## src/rtl/snsf_pkg.sv

```systemverilog
package snsf_pkg;

    localparam logic [7:0] OP_WREN   = 8'h06;
    localparam logic [7:0] OP_WRDI   = 8'h04;
    localparam logic [7:0] OP_GETF   = 8'h0F;
    localparam logic [7:0] OP_SETF   = 8'h1F;
    localparam logic [7:0] OP_PEXEC  = 8'h10;
    localparam logic [7:0] OP_PREAD  = 8'h13;
    localparam logic [7:0] OP_BERASE = 8'hD8;
    localparam logic [7:0] OP_RESET  = 8'hFF;

    localparam logic [7:0] FA_STATUS = 8'hC0;
    localparam logic [7:0] FA_CONFIG = 8'hB0;
    localparam logic [7:0] CFG_MASK  = 8'h11;

    typedef enum logic [2:0] {
        ACT_WREN, ACT_WRDI, ACT_RESET, ACT_PROG, ACT_READ, ACT_ERASE, ACT_SETF
    } act_e;

    typedef enum logic [2:0] {
        SP_OPCODE, SP_FADDR, SP_ROW, SP_SETDATA, SP_GETDATA, SP_IGNORE
    } spi_st_e;

    typedef enum logic [2:0] {
        JOB_IDLE, JOB_PROG, JOB_READ, JOB_ERASE, JOB_RESET
    } job_e;

endpackage

```

## src/rtl/snsf_regs.sv

```systemverilog
module snsf_regs
    import snsf_pkg::*;
#(
    parameter int         CNT_W    = 16,
    parameter logic [7:0] CFG_INIT = 8'h10
) (
    input  logic             clk,
    input  logic             rst_n,
    input  logic             act_valid,
    input  act_e             act_kind,
    input  logic [7:0]       act_addr,
    input  logic [7:0]       act_data,
    input  logic [CNT_W-1:0] busy_cycles,
    input  logic             prog_reject,
    input  logic             erase_reject,
    input  logic [1:0]       page_ecc,
    output logic [7:0]       status_val,
    output logic [7:0]       config_val,
    output logic             busy
);
    localparam logic [CNT_W-1:0] ONE = CNT_W'(1);

    job_e             job_q, job_d;
    logic [CNT_W-1:0] cnt_q, load;
    logic             wel_q, pfail_q, efail_q, pend_fail_q, done;
    logic [1:0]       ecc_q, pend_ecc_q;
    logic [7:0]       cfg_q;

    assign busy       = (job_q != JOB_IDLE);
    assign load       = (busy_cycles == '0) ? ONE : busy_cycles;
    assign done       = busy && (cnt_q == ONE);
    assign status_val = {2'b00, ecc_q, pfail_q, efail_q, wel_q, busy};
    assign config_val = cfg_q;

    always_comb begin
        job_d = job_q;
        unique case (job_q)
            JOB_IDLE: begin
                if (act_valid) begin
                    case (act_kind)
                        ACT_RESET: job_d = JOB_RESET;
                        ACT_READ:  job_d = JOB_READ;
                        ACT_PROG:  if (wel_q) job_d = JOB_PROG;
                        ACT_ERASE: if (wel_q) job_d = JOB_ERASE;
                        default: ;
                    endcase
                end
            end
            default: if (done) job_d = JOB_IDLE;
        endcase
    end

    always_ff @(posedge clk or negedge rst_n) begin
        if (!rst_n) job_q <= JOB_IDLE;
        else        job_q <= job_d;
    end

    always_ff @(posedge clk or negedge rst_n) begin
        if (!rst_n) begin
            cnt_q       <= '0;
            wel_q       <= 1'b0;
            pfail_q     <= 1'b0;
            efail_q     <= 1'b0;
            pend_fail_q <= 1'b0;
            ecc_q       <= 2'b00;
            pend_ecc_q  <= 2'b00;
            cfg_q       <= CFG_INIT & CFG_MASK;
        end else begin
            if (busy) cnt_q <= cnt_q - ONE;
            if (act_valid) begin
                case (act_kind)
                    ACT_WREN: wel_q <= 1'b1;
                    ACT_WRDI: wel_q <= 1'b0;
                    ACT_RESET: begin
                        wel_q   <= 1'b0;
                        pfail_q <= 1'b0;
                        efail_q <= 1'b0;
                        ecc_q   <= 2'b00;
                        cnt_q   <= load;
                    end
                    ACT_PROG: if (wel_q) begin
                        pfail_q     <= 1'b0;
                        pend_fail_q <= prog_reject;
                        cnt_q       <= load;
                    end
                    ACT_ERASE: if (wel_q) begin
                        efail_q     <= 1'b0;
                        pend_fail_q <= erase_reject;
                        cnt_q       <= load;
                    end
                    ACT_READ: begin
                        pend_ecc_q <= page_ecc;
                        cnt_q      <= load;
                    end
                    ACT_SETF: if (act_addr == FA_CONFIG) cfg_q <= act_data & CFG_MASK;
                    default: ;
                endcase
            end
            if (done) begin
                case (job_q)
                    JOB_PROG:  begin pfail_q <= pend_fail_q; wel_q <= 1'b0; end
                    JOB_ERASE: begin efail_q <= pend_fail_q; wel_q <= 1'b0; end
                    JOB_READ:  ecc_q <= pend_ecc_q;
                    default: ;
                endcase
            end
        end
    end

    assert_wel_source_R1: assert property (@(posedge clk) disable iff (!rst_n)
        $rose(wel_q) |-> $past(act_valid && act_kind == ACT_WREN));

    assert_busy_start_R5: assert property (@(posedge clk) disable iff (!rst_n)
        $rose(busy) |-> $past(act_valid && (act_kind == ACT_PROG || act_kind == ACT_READ
                                         || act_kind == ACT_ERASE || act_kind == ACT_RESET)));

    assert_locked_without_wel_R6: assert property (@(posedge clk) disable iff (!rst_n)
        (act_valid && (act_kind == ACT_PROG || act_kind == ACT_ERASE) && !wel_q) |=> !busy);

    assert_pfail_source_R7: assert property (@(posedge clk) disable iff (!rst_n)
        $rose(pfail_q) |-> $past(job_q == JOB_PROG));

    assert_efail_source_R8: assert property (@(posedge clk) disable iff (!rst_n)
        $rose(efail_q) |-> $past(job_q == JOB_ERASE));

    assert_wel_drop_R9: assert property (@(posedge clk) disable iff (!rst_n)
        ($fell(busy) && $past(job_q == JOB_PROG || job_q == JOB_ERASE)) |-> !wel_q);

    assert_idle_gate_R12: assert property (@(posedge clk) disable iff (!rst_n)
        busy |-> !act_valid);

endmodule

```

## config.mk

```make
export PLATFORM = sky130hd
export DESIGN_NAME = snsf_regs
export DESIGN_NICKNAME = d
export VERILOG_FILES = /design/src/rtl/snsf_pkg.sv /design/src/rtl/snsf_regs.sv
export SDC_FILE = /design/constraint.sdc
export NUM_CORES = 1
export LEC_CHECK = 0
export ABC_AREA = 1
export CELL_PAD_IN_SITES_DETAIL_PLACEMENT = 0
export CELL_PAD_IN_SITES_GLOBAL_PLACEMENT = 2
export CORE_MARGIN = 4
export CORE_UTILIZATION = 28
export CTS_CLUSTER_DIAMETER = 40
export CTS_CLUSTER_SIZE = 12
export DETAILED_ROUTE_END_ITERATION = 6
export MAX_ROUTING_LAYER = met4
export PLACE_DENSITY_LB_ADDON = 0.1
export SYNTH_ARGS = -nofsm -noshare
export SYNTH_HDL_FRONTEND = slang
export SYNTH_SLANG_ARGS = --single-unit
```

## constraint.sdc

```tcl
create_clock -name clk -period 2.6 [get_ports clk]
set_input_delay 0.39 -clock clk [delete_from_list [all_inputs] [get_ports clk]]
set_output_delay 0.39 -clock clk [all_outputs]
set_load 0.05 [all_outputs]
```

Word level (Yosys, flattened, before mapping). Cells that the tools add are included.

Equal/unequal tests: 17. $add $sub $neg: 1. Reductions and logical operators: 15. Mux-type cells: 32.

Operators by type and width (number): $mux W16 (4); $pmux W16 S2 (1); $eq A16 B1 Y1 const B (1); $logic_not A16 Y1 (1); $sub A16 B1 Y16 const B (1); $mux W3 (5); $mux W1 (13); $eq A3 B2 Y1 const B (4); $pmux W3 S4 (1); $eq A3 B3 Y1 const B (3); $eq A8 B8 Y1 const B (1); $mux W2 (4); $pmux W1 S2 (4); $reduce_or A2 Y1 (4); $eq A3 B1 Y1 const B (2); $logic_not A3 Y1 (2); $ne A2 B2 Y1 const B (3); $ne A3 B3 Y1 const B (2); $ne A5 B5 Y1 const B (1); $reduce_and A5 Y1 (1); $reduce_and A4 Y1 (1); $reduce_bool A2 Y1 (2); $reduce_and A3 Y1 (1); $reduce_bool A3 Y1 (1); other kinds (2) (2).

Bits of input ports: 42. Register bits after elaboration: 29. Output and inout port bits: 17.

Longest topological paths before layout.
Depth in word-level cells: 6. Depth in mapped cells: 10.

Least setup slack after synthesis. OpenSTA, ideal clock, no wires.

Kind: register to output. Start point: reg job_q[0]. End point: out status_val[0]. Arrival: 1029 ps. Required time: 2210 ps. Path buffers: 2. Path slack: 1181 ps. Cell stages (with the launch flop): 5. Path through: dfrtp_1 nor2_1 nand2_1 buf_4 buf_4.

Word-level cells in the longest chain between the ends: 1.

Ends and longest elaborated chain: start: declaration (RTL line snsf_regs.sv:23) `job_e job_q, job_d;`; start signal: assignment (RTL line snsf_regs.sv:55) `else job_q <= job_d;`; $reduce_bool A3 Y1 (RTL line snsf_regs.sv:29) `assign busy = (job_q != JOB_IDLE);`; end: declaration (RTL line snsf_regs.sv:17) `output logic [7:0] status_val,`.

Every way passes these cells.

Final worst setup path.
Start point: reg job_q[1]. End point: out busy.

Word-level cells in the longest chain between the ends: 1.

Ends and longest elaborated chain: $reduce_bool A3 Y1 (RTL line snsf_regs.sv:29); end: declaration (RTL line snsf_regs.sv:19) `output logic busy`.

Every way passes these cells.

==> flow_summary_export.csv <==
group,metric,value,unit
die,start_util,29.57,%
global_route,grt_max_degree,30,
drt,drt_iter0_markers,57,
sta,worst_pin_slew,0.5169,ns
min_path,hp-class,"register to register",
global_route,grt_usage,13.51,%
sta,post-route-period-util,83.06,%
clock_tree,cts_buffers,5,
sta,finClkSkew,0.005104,ns
global_route,grt_overflow,0,
sta,hold_viol_final,0,
cells_and_area,nets,378,
placement,place_hpwl,4228,um
drt,wl_per_cell,12.37,um
global_route,grt_pass1_wl,8970,um
die,die-height,93.63,um
clock_tree,cts_sinks,29,
die,core-area,6944,um^2
cells_and_area,stdcell_count,431,
sta,maxSlewHeadroom,65.22,%
critical_path,worstSetupEndpointType,"primary output",
critical_path,max_stage_delay,0.84,ns
synthesis,synth_enable_flop_cells,0,
sta,period_needed,2.160,ns
die,die_x,93.63,um
die,die_area,8767,um^2
synthesis,yosysTopAreaCellShare,34.13,%
synthesis,ys_warn_count,0,
critical_path,crit_path_cell_trace,"inv_2, nand2_1, clkdlybuf4s50_1",
drt,vias_per_cell,4.369,
global_route,antenna_found_initial,0,
placement,dp.cells,423,
synthesis,synthFlopType,"dfrtp_1",
drt,drt.antenna.violating_nets,0,
sta,slew_viol_final,0,
die,std_cell_rows,30,
cells_and_area,antenna_cells,0,
cells_and_area,mostFrequentLayoutCells,"nand2_1 (85), clkdlybuf4s50_1 (44), nor2_1 (37), inv_1 (31), dfrtp_1 (28)",
synthesis,synth.distinct_cells,33,
critical_path,start_kind,"register",
power_and_ir_drop,p_per_area,811.2,nW/um^2
clock_tree,cts_tree,"yes",
critical_path,worst_ep_arrival_time,1.77,ns
synthesis,syn-instance-count,289,
drt,vias,1883,
clock_tree,htreeDepth,2,
placement,gp_congestion,0.7677,
clock_tree,cts.path.max_buffers,2,
clock_tree,worstSkewPairLatency,0.28,ns
synthesis,ys_ff_latch,29,
power_and_ir_drop,max-vdd-ir-drop,0.6329,mV
status,status,"finished clean",
power_and_ir_drop,finalPower,2.132,mW
clock_tree,root_buffer,"clkbuf_8",
placement,portBuffers,44,
critical_path,crit_path_top_delay_cell,"clkdlybuf4s50_1",
critical_path,worstPathRequired,2.21,ns
critical_path,path_class,"register to primary output",
synthesis,yosysSeqAreaShare,35.41,%
sta,setup_tns,0,ns
sta,fmax,0.4630,GHz
cells_and_area,layout-drive-gt1-share,11.64,%
critical_path,path_buf_inv,2,
drt,finalWirelength,5332,um
power_and_ir_drop,power_leakage,1.281,nW
critical_path,cpLargestDelayFamily,"buffers and inverters",
sta,finalSetupViolCount,0,
cells_and_area,layout_commonest_cell,"nand2_1",
cells_and_area,syn_to_final_growth,27.97,%
clock_tree,post-cts-setup-buffers,0,
sta,rsz0062_at_grt,"no",
synthesis,synth.avg_cell_area,7.105,um^2
synthesis,synthArstFlopShare,100.0,%
clock_tree,clkTransAtPathRegs,0.07,ns
placement,pre_cts_ws,0.4583,ns
synthesis,synth_area,2053,um^2
clock_tree,cts_resized,0,
synthesis,yosysTopAreaCell,"dfrtp_1",
run,drv_cap,0,
drt,firstDrtPassIters,5,
die,pin_count,59,
global_route,grt_pass1_vias,1831,
sta,timing.final.ws_setup,0.4404,ns
critical_path,critPathMaxFanout,5,
clock_tree,cts_hold_buf,0,
synthesis,ys_top_cells_by_area,"dfrtp_1 (34%), nand2_1 (16%), nor2_1 (6.8%), nand3_1 (6.6%), inv_1 (5.7%)",
drt,remaining_drc_errors,0,
registers in the layout, indices dropped and copies added, names as in the netlist:
| name | cells |
|---|---|
| pfail_q | 1 |
| pend_fail_q | 1 |
| wel_q | 1 |
| config_val | 2 |
| pend_ecc_q | 2 |
| ecc_q | 2 |
| efail_q | 1 |
| job_q | 3 |
| cnt_q | 16 |
final cells by class:
class,count,area (um^2)
clock inverter,1,5.005
sequential,29,726.9
inverter,35,131.4
multi-input combinational,217,1092
clock buffer,7,96.34
fill,757,4317
tap,96,120.1
timing repair buffer,46,455.4
tightest hold or removal path: cells and delay by family, from the launching register on:
kind | cells | cell delay, ns
flops | 1 | 0.37
simple gates | 2 | 0.09
stage by stage:
step	hold slack, ns	utilization (%)	area (um^2)
2_1_floorplan	0.09441	-	2079
5_1_grt	0.4954	37.84	2628
3_5_place_dp	0.4582	36.38	2526
4_1_cts	0.4704	37.84	2628
3_3_place_gp	0.4539	36.38	2526
6_report	0.4691	37.84	2628
path summary, 6_finish.rpt:
path | start | depth (start not counted) | end | slack, ns
setup / recovery | job_q[1] | 3 | busy | 0.44
hold / removal | config_val[4] | 2 | config_val[4] | 0.47
setup reg to reg | job_q[1] | 10 | cnt_q[12] | 0.84
hold reg to reg | config_val[4] | 2 | config_val[4] | 0.47
max in group asynchronous | rst_n | 2 | config_val[4] | 1.77
min in group asynchronous | rst_n | 2 | wel_q | 0.50
per-layer routing:
metal	GRT usage, %	part of all wire [%]	vias to the layer above
li1	-	-	992
met1	18.93	51	839
met2	19.77	44	45
met3	2.896	4.4	7
met4	3.490	0.86	0
met5	-	0	-
where the power goes:
group / leakage (nW) / internal (mW) / switching, mW / total [mW]
clock network: 0.0542 / 0.239 / 0.183 / 0.423
registers: 0.365 / 0.592 / 0.111 / 0.703
logic: 0.862 / 0.348 / 0.658 / 1.01
total: 1.28 / 1.18 / 0.952 / 2.13
kinds of logic (layout without fill, tap and decap cells):
| group | count (synthesis) | after routing | share of synthesized area (%) |
|---|---|---|---|
| and+or+nand+nor | 180 | 180 | 41.80 |
| buffers and inverters | 50 | 89 | 12.67 |
| DFF | 29 | 29 | 35.41 |
| AOI/OAI and AO/OA | 22 | 22 | 6.338 |
| xor gates and xnor gates | 3 | 3 | 1.280 |
| adders and majority gates | 2 | 2 | 1.219 |
| muxes | 2 | 2 | 1.097 |
| other | 1 | 8 | 0.1826 |
cell usage after synthesis (2+ instances only):
cell,count
nand3_1,27
ha_1,2
mux2_2,2
dfrtp_1,28
o21ai_2,3
nand4_1,7
inv_2,4
o21ai_1,5
nor3_1,3
nand2_4,4
nand2_2,5
buf_4,13
o21ai_0,9
nor2_1,37
nand3_2,6
inv_1,31
nand2_1,85
xor2_1,3
Power figures use the tool's default switching activity.
